### src/rtl/addr_remap_pkg.sv
package addr_remap_pkg;
   localparam int NWIN = 5;
   // index order is the priority order: lower index wins
   typedef enum logic [2:0] {
      WIN_IO   = 3'd0,
      WIN_IRAM = 3'd1,
      WIN_EE   = 3'd2,
      WIN_NV   = 3'd3,
      WIN_XR   = 3'd4
   } win_e;
endpackage

### src/rtl/addr_remap_place.sv
module addr_remap_place #(
   parameter int            IW  = 8,
   parameter logic [IW-1:0] RST = '0
) (
   input  logic          clk,
   input  logic          rst_n,
   input  logic          we,
   input  logic [IW-1:0] wdata,
   output logic [IW-1:0] q
);
   always_ff @(posedge clk or negedge rst_n) begin
      if (!rst_n)  q <= RST;
      else if (we) q <= wdata;
   end
endmodule

### src/rtl/addr_remap_match.sv
module addr_remap_match #(
   parameter int AW   = 16,
   parameter int SPAN = 64
) (
   input  logic          en,
   input  logic [AW-1:0] addr,
   input  logic [AW-1:0] base,
   output logic          hit,
   output logic [AW-1:0] off
);
   localparam logic [AW:0] SPAN_V = (AW+1)'(SPAN);
   logic [AW:0] diff;

   // borrow in bit AW makes diff larger than any legal span
   assign diff = {1'b0, addr} - {1'b0, base};
   assign hit  = en && (diff < SPAN_V);
   assign off  = diff[AW-1:0];
endmodule

### src/rtl/addr_remap_pick.sv
module addr_remap_pick #(
   parameter int N  = 5,
   parameter int AW = 16
) (
   input  logic [N-1:0]         hit,
   input  logic [N-1:0][AW-1:0] off_in,
   output logic [N-1:0]         sel,
   output logic [AW-1:0]        off
);
   logic [N:0] taken;

   assign taken[0] = 1'b0;
   for (genvar i = 0; i < N; i++) begin : g_chain
      assign sel[i]     = hit[i] && !taken[i];
      assign taken[i+1] = taken[i] || hit[i];
   end

   always_comb begin
      off = '0;
      for (int i = 0; i < N; i++)
         if (sel[i]) off = off_in[i];
   end
endmodule

### src/rtl/addr_remap_dec.sv
module addr_remap_dec
   import addr_remap_pkg::*;
#(
   parameter int            AW        = 16,
   parameter int            IW        = 8,
   parameter int            IO_SPAN   = 'h40,
   parameter int            IRAM_SPAN = 'h100,
   parameter logic [AW-1:0] EE_BASE   = 16'hB600,
   parameter int            EE_SPAN   = 'h200,
   parameter logic [AW-1:0] NV_BASE   = 16'hB000,
   parameter int            NV_SPAN   = 'h1000,
   parameter logic [IW-1:0] INIT_RST  = 8'h01
) (
   input  logic          clk,
   input  logic          rst_n,
   input  logic          init_we,
   input  logic [IW-1:0] init_wdata,
   input  logic          strobe,
   input  logic [AW-1:0] addr,
   output logic [4:0]    sel,
   output logic [AW-1:0] offset
);
   localparam int NIB   = IW / 2;
   localparam int SHIFT = AW - NIB;
   localparam int PAGE  = 1 << SHIFT;

   if (IW != 2 * NIB) begin : g_bad_iw
      $error("placement width must be even");
   end
   if (IO_SPAN < 1 || IO_SPAN > PAGE || IRAM_SPAN < 1 || IRAM_SPAN > PAGE) begin : g_bad_page
      $error("relocatable window spans must fit one page");
   end
   if (EE_SPAN < 1 || NV_SPAN < 1 ||
       int'(EE_BASE) + EE_SPAN > (1 << AW) || int'(NV_BASE) + NV_SPAN > (1 << AW)) begin : g_bad_fix
      $error("fixed window exceeds address space");
   end

   function automatic int span_of(int w);
      case (w)
         WIN_IO:   return IO_SPAN;
         WIN_IRAM: return IRAM_SPAN;
         WIN_EE:   return EE_SPAN;
         default:  return NV_SPAN;
      endcase
   endfunction

   logic [IW-1:0]              place_q;
   logic [NWIN-1:0][AW-1:0]    base;
   logic [NWIN-1:0]            hit;
   logic [NWIN-1:0][AW-1:0]    win_off;

   addr_remap_place #(.IW(IW), .RST(INIT_RST)) u_place (
      .clk(clk), .rst_n(rst_n), .we(init_we), .wdata(init_wdata), .q(place_q)
   );

   assign base[WIN_IO]   = {place_q[NIB-1:0],  {SHIFT{1'b0}}};
   assign base[WIN_IRAM] = {place_q[IW-1:NIB], {SHIFT{1'b0}}};
   assign base[WIN_EE]   = EE_BASE;
   assign base[WIN_NV]   = NV_BASE;
   assign base[WIN_XR]   = '0;

   for (genvar w = 0; w < NWIN; w++) begin : g_win
      if (w == WIN_XR) begin : g_fallback
         assign hit[w]     = strobe;
         assign win_off[w] = addr;
      end else begin : g_range
         addr_remap_match #(.AW(AW), .SPAN(span_of(w))) u_match (
            .en(strobe), .addr(addr), .base(base[w]),
            .hit(hit[w]), .off(win_off[w])
         );
      end
   end

   addr_remap_pick #(.N(NWIN), .AW(AW)) u_pick (
      .hit(hit), .off_in(win_off), .sel(sel), .off(offset)
   );
endmodule

### config.mk
export PLATFORM = sky130hd
export DESIGN_NAME = addr_remap_dec
export DESIGN_NICKNAME = d
export VERILOG_FILES = /design/src/rtl/addr_remap_pkg.sv /design/src/rtl/addr_remap_place.sv /design/src/rtl/addr_remap_match.sv /design/src/rtl/addr_remap_pick.sv /design/src/rtl/addr_remap_dec.sv
export SDC_FILE = /design/constraint.sdc
export NUM_CORES = 1
export LEC_CHECK = 0
export BUFFER_PORTS_ARGS = -buffer_cell sky130_fd_sc_hd__clkbuf_2
export CAP_MARGIN = 20
export CORE_ASPECT_RATIO = 1.4
export CORE_MARGIN = 1.5
export CORE_UTILIZATION = 38
export CTS_CLUSTER_SIZE = 14
export DETAILED_ROUTE_END_ITERATION = 8
export HOLD_SLACK_MARGIN = 0.15
export PLACE_DENSITY = 0.67
export SYNTH_ARGS = -nofsm -noshare
export SYNTH_HDL_FRONTEND = slang
export SYNTH_SLANG_ARGS = --single-unit
### constraint.sdc
create_clock -name clk -period 5.7 [get_ports clk]
set_input_delay 0.57 -clock clk [delete_from_list [all_inputs] [get_ports clk]]
set_output_delay 0.57 -clock clk [all_outputs]
set_load 0.01 [all_outputs]
; Yosys cells after proc, flatten, opt, wreduce, memory -nomap -nowiden
; Index checks and enable logic that the tools add are counted.
[totals]
register_bits = 8
inputBits = 28
out_inout_bits = 21
[classes]
add_sub_neg = 4
order_cmp = 4
muxes = 5
n_reduce_logical = 15
[op_table]
columns = cell, n
row1 = $mux 16, 5
row2 = $sub 16x16->17, 2
row3 = $sub 16x16->17 const B, 2
row4 = $lt 17x10->1 const B, 1
row5 = $lt 17x13->1 const B, 1
row6 = $lt 17x7->1 const B, 1
row7 = $lt 17x9->1 const B, 1
row8 = $logic_and 1x1->1, 8
row9 = $logic_not 1->1, 4
row10 = $logic_or 1x1->1, 3

; Depth between registers and ports, before layout
[logic_depth]
depth_word = 9
ltp_mapped = 9

; By module
; From an unflattened synthesis, not the netlist that was laid out.
[hier_totals]
hier_cells = 663
hier_area_um2 = 4860.9
[by_module_without_submodules]
columns = mod, instances, cells_each, area_per_inst_um2, seq_area_each_um2
row1 = addr_remap_match at g_win[0].g_range.u_match, 1, 139, 954.7, 0.0
row2 = addr_remap_match at g_win[2].g_range.u_match, 1, 137, 932.1, 0.0
row3 = addr_remap_match at g_win[3].g_range.u_match, 1, 122, 897.1, 0.0
row4 = addr_remap_match at g_win[1].g_range.u_match, 1, 123, 879.6, 0.0
row5 = addr_remap_pick, 1, 123, 857.1, 0.0
row6 = addr_remap_place, 1, 17, 332.8, 201.4
row7 = addr_remap_dec, 1, 2, 7.5, 0.0

; Worst setup path after synthesis
; OpenSTA, ideal clock, no wires.
[synth_timing]
kind = input to output
from = input addr[12]
to = output offset[10]
arrival_time_ns = 2.528
slack_ns = 2.602
cell_stages = 8
cell_sequence = inv_1 > ha_1 > inv_1 > fa_1 > or4b_1 > a2111oi_4 > a211oi_1 > o2bb2ai_1
[synth_via]
elab_chain_len = 9
elab_cells_between_ends = 28
cone_classes = add/sub: 4 / order compare: 4 / mux: 5 / reduce/logical: 15
[synth_rtl]
columns = item, line_no
row1 = start: declaration, addr_remap_dec.sv:19  ; input logic [AW-1:0] addr,
row2 = $sub 16x16->17 *, addr_remap_match.sv:15  ; assign diff = {1'b0, addr} - {1'b0, base};
row3 = $lt 17x7->1 *, addr_remap_match.sv:16  ; assign hit = en && (diff < SPAN_V);
row4 = $logic_and 1x1->1 *, addr_remap_match.sv:16
row5 = named net g_win[0].g_range.u_match.hit, addr_remap_match.sv:8  ; output logic hit,
row6 = $logic_not 1->1 / $logic_or 1x1->1 (equally long branches), "addr_remap_pick.sv:14, addr_remap_pick.sv:15"
row7 = $logic_and 1x1->1 (tied with other cells), addr_remap_pick.sv:14  ; assign sel[i] = hit[i] && !taken[i];
row8 = $mux 16 (tied with other cells) (2 in a row), addr_remap_pick.sv:21  ; if (sel[i]) off = off_in[i];
row9 = $mux 16 / $logic_and 1x1->1 (equally long branches), "addr_remap_pick.sv:21, addr_remap_pick.sv:14"
row10 = $mux 16 *, addr_remap_pick.sv:21
row11 = end: declaration, addr_remap_dec.sv:21  ; output logic [AW-1:0] offset
; Mark *: on every way through the listed nets, which the timed path passes. The rest lies on a longest branch.

; Final worst setup path
[layout_timing]
from = input addr[12]
to = output offset[10]
[layout_via]
elab_chain_len = 9
elab_cells_between_ends = 28
cone_classes = add/sub: 4 / order compare: 4 / mux: 5 / reduce/logical: 15
[layout_rtl]
columns = item, line_no
row1 = $sub 16x16->17, addr_remap_match.sv:15
row2 = $lt 17x7->1 / $lt 17x9->1 (equally long branches), addr_remap_match.sv:16
row3 = $logic_and 1x1->1, addr_remap_match.sv:16
row4 = $logic_not 1->1 / $logic_or 1x1->1 (equally long branches), "addr_remap_pick.sv:14, addr_remap_pick.sv:15"
row5 = $logic_and 1x1->1 (tied with other cells), addr_remap_pick.sv:14
row6 = $mux 16 (tied with other cells) (2 in a row), addr_remap_pick.sv:21
row7 = $mux 16 / $logic_and 1x1->1 (equally long branches), "addr_remap_pick.sv:21, addr_remap_pick.sv:14"
row8 = $mux 16 *, addr_remap_pick.sv:21
; Every way passes the cells marked *; elsewhere a longest branch is shown, timed or not.

==> flow_summary.yaml <==
global_route:
  antenna_found_initial: 0
  grt_pass1_vias: 935
  met1_usage_pct: 18.8
  use_met2_pct: 31.2
  grt_pass1_wl_um: 3730
  grt-busiest-layer: "met2"
  grt_remaining_overflow: 0
  track_usage_pct: 17.3
  grt_max_degree: 15
  gr-usage-met3_pct: 1.73
synth:
  synth_seq_area_share_pct: 20.8
  syn-num-nets: 152
  synth.avg_cell_area_um2: 8.79
  synth_ff_type: "dfrtp_1"
  yosysUniqueCellTypes: 38
  synth_edf_count: 0
  ys_warn_count: 0
  synth.cell_area_um2: 967
  ys_ff_latch: 8
  synthArstFlopShare_pct: 100
  synthCells: 110
critical_path:
  arrival_ns: 2.98
  crit_path_end_kind: "output port"
  cp_max_fo: 8
  crit_type: "input pin to output port"
  critPathLaunchType: "input pin"
  critPathRequiredTime_ns: 5.13
layout:
  drive_above_1_share_pct: 36.9
  synthToLayoutAreaGrowth_pct: 31.4
  multi_input_area_um2: 694
  stdcell_count: 194
  seqCellArea_um2: 201
  postLayoutCoreUtil_pct: 53.2
  top_regs: "u_place.q (8)"
  nFillCells: 247
  largest_reg_flops: 8
  top_register: "u_place.q"
  diodes: 0
  fin_nets: 203
clock_network:
  htree_levels: 1
  numCtsBuffers: 3
  cts_tree: "yes"
  cts_resized: 0
  clk_pin_slew_worst_paths_ns: 0.06
  root_buffer: "clkbuf_4"
  clockBufferDepth: 2
  clock_latency_ns: 0.25
  clkSinkCount: 8
power:
  comb_power_share_pct: 41.0
  p_per_area_mw_per_mm2: 148
  vdd_drop_max_mv: 0.151
  seq_power_share_pct: 34.3
  p_switching_mw: 0.0644
  leakage_nw: 0.647
  p_clk_share_pct: 24.7
  p_int_mw: 0.123
  p_sw_share_pct: 34.3
timing:
  max_slew_margin_pct: 67.5
  setup_viol: 0
  fin_crit_ns: 3.55
  fin_tns_setup_ns: 0
  drv_slew: 0
  grt_setup_unrepaired: "no"
  finalHoldViolations: 0
  timing.final.crit_share_pct: 62.3
  max_freq_mhz: 281
  clock_skew_ns: 0
  max_slew.worst_pin.slew_ns: 0.487
die:
  core.rowCount: 21
  ios: 49
  dieHeight_um: 62.7
  start_util_pct: 40.5
  core_mm2: 0.00239
  die_width_um: 45.6
  die_area_mm2: 0.00286
detailed_routing:
  wl_per_cell_um: 11.7
  drt_iter0_markers: 12
  postRouteAntennaNets: 0
  num_vias: 975
  dr.pass1.iters: 4
  drc: 0
  viasPerCell: 5.03
  finalWirelength_um: 2260
placed_design:
  gp_congestion: 0.841
  dpl.hpwl_um: 1980
  dp_cells: 189
  io_buffers: 48
hold_path:
  worstHoldPathType: "input pin to register"
status:
  outcome: "finished, final reports clean"
flow_run:
  max_cap_viol_count: 0
[critical path: stages]
cell and delay (ns):
clkbuf_2 0.17, inv_1 0.10, ha_1 0.21, inv_1 0.06, fa_1 0.40, or4b_1 0.57
a2111oi_4 0.41, a211oi_1 0.16, o2bb2ai_1 0.18, clkbuf_2 0.15
[routing by layer]
layer / routed length, µm / vias up
met4: 36 / 0
met5: 0 / -
met2: 1180 / 37
li1: - / 497
met3: 109 / 4
met1: 935 / 437
[layout by cell type, fill, tap and decap left out, types with 2 or more instances in the layout]
cell	instances
dfrtp_1	7
nor2b_1	2
nor3_1	4
xor2_1	3
o21ai_0	7
ha_1	12
or4b_1	2
nand4_1	3
nand3_1	2
nand3b_1	2
a211oi_1	3
clkbuf_2	48
inv_1	15
nand2_1	6
and2_1	11
fa_1	2
mux2_2	2
clkbuf_4	3
a21oi_1	5
[cells in the mapped netlist, drive strengths merged (2+ instances only)]
master,count,share of area [%]
and2,11,7.1
inv,15,5.8
nand2,6,2.3
nand3b,2,1.6
clkbuf,2,0.78
or4b,2,2.1
a211oi,3,2.3
fa,2,4.1
mux2,2,2.3
o21ai,8,4.1
ha,12,16
nand4,3,1.9
a21oi,6,4.3
nand3,2,1.0
dfrtp,7,18
xor2,3,2.7
a211o,2,1.9
nor2b,2,1.3
nor3,4,2.1
[final timing paths]
kind                       depth (start not counted)      endpoint  slack (ns)          start
max                                               10    offset[10]        2.15       addr[12]
min                                                3  u_place.q[7]        0.52  init_wdata[7]
max reg2reg                                        1  u_place.q[4]        4.94   u_place.q[4]
min reg2reg                                        2  u_place.q[3]        0.54   u_place.q[3]
max in group asynchronous                          2  u_place.q[0]        4.78          rst_n
min in group asynchronous                          2  u_place.q[4]        0.68          rst_n
[cells by family (layout without fill, tap and decap cells)]
| logic type | Yosys count | in the layout | share of synthesized area, % |
|---|---|---|---|
| DFF | 8 | 8 | 20.8 |
| buffers and inverters | 18 | 68 | 7.37 |
| adders and majority gates | 14 | 14 | 19.7 |
| xor gates and xnor gates | 3 | 3 | 2.72 |
| muxes | 2 | 2 | 2.33 |
| and+or+nand+nor | 39 | 39 | 26.1 |
| AOI/OAI and AO/OA | 26 | 26 | 21.0 |
[layout make-up]
class | count | area share (%)
Clock buffer | 4 | 2.07
Sequential cell | 8 | 15.8
Tap cell | 34 | 3.35
Timing Repair Buffer | 49 | 19.7
Inverter | 15 | 4.43
Multi-Input combinational cell | 84 | 54.6
[stage by stage]
step / hold slack (ns) / cell area, µm² / setup WS [ns] / power (mW)
5_1_grt: 0.533 / 1270 / 2.05 / 0.204
3_3_place_gp: 0.420 / 1230 / 2.27 / 0.139
3_5_place_dp: 0.422 / 1230 / 2.16 / 0.143
6_report: 0.520 / 1270 / 2.15 / 0.188
4_1_cts: 0.515 / 1270 / 2.17 / 0.190
2_1_floorplan: 0.274 / 967 / 2.60 / 0.112
[power groups by stage]
stage | Combinational, mW | Clock, mW | Sequential, mW
2_1_floorplan | 0.0475 | 0 | 0.0648
3_3_place_gp | 0.0741 | 0 | 0.0652
3_5_place_dp | 0.0771 | 0 | 0.0654
4_1_cts | 0.0782 | 0.0474 | 0.0644
5_1_grt | 0.0874 | 0.0515 | 0.0652
6_report | 0.0771 | 0.0463 | 0.0644
[timing repair]
action,in CTS,in global routing
hold endpoints to repair,4,0
hold buffers,1,0
setup buffers,0,0
(Power assumes the default switching activity.)
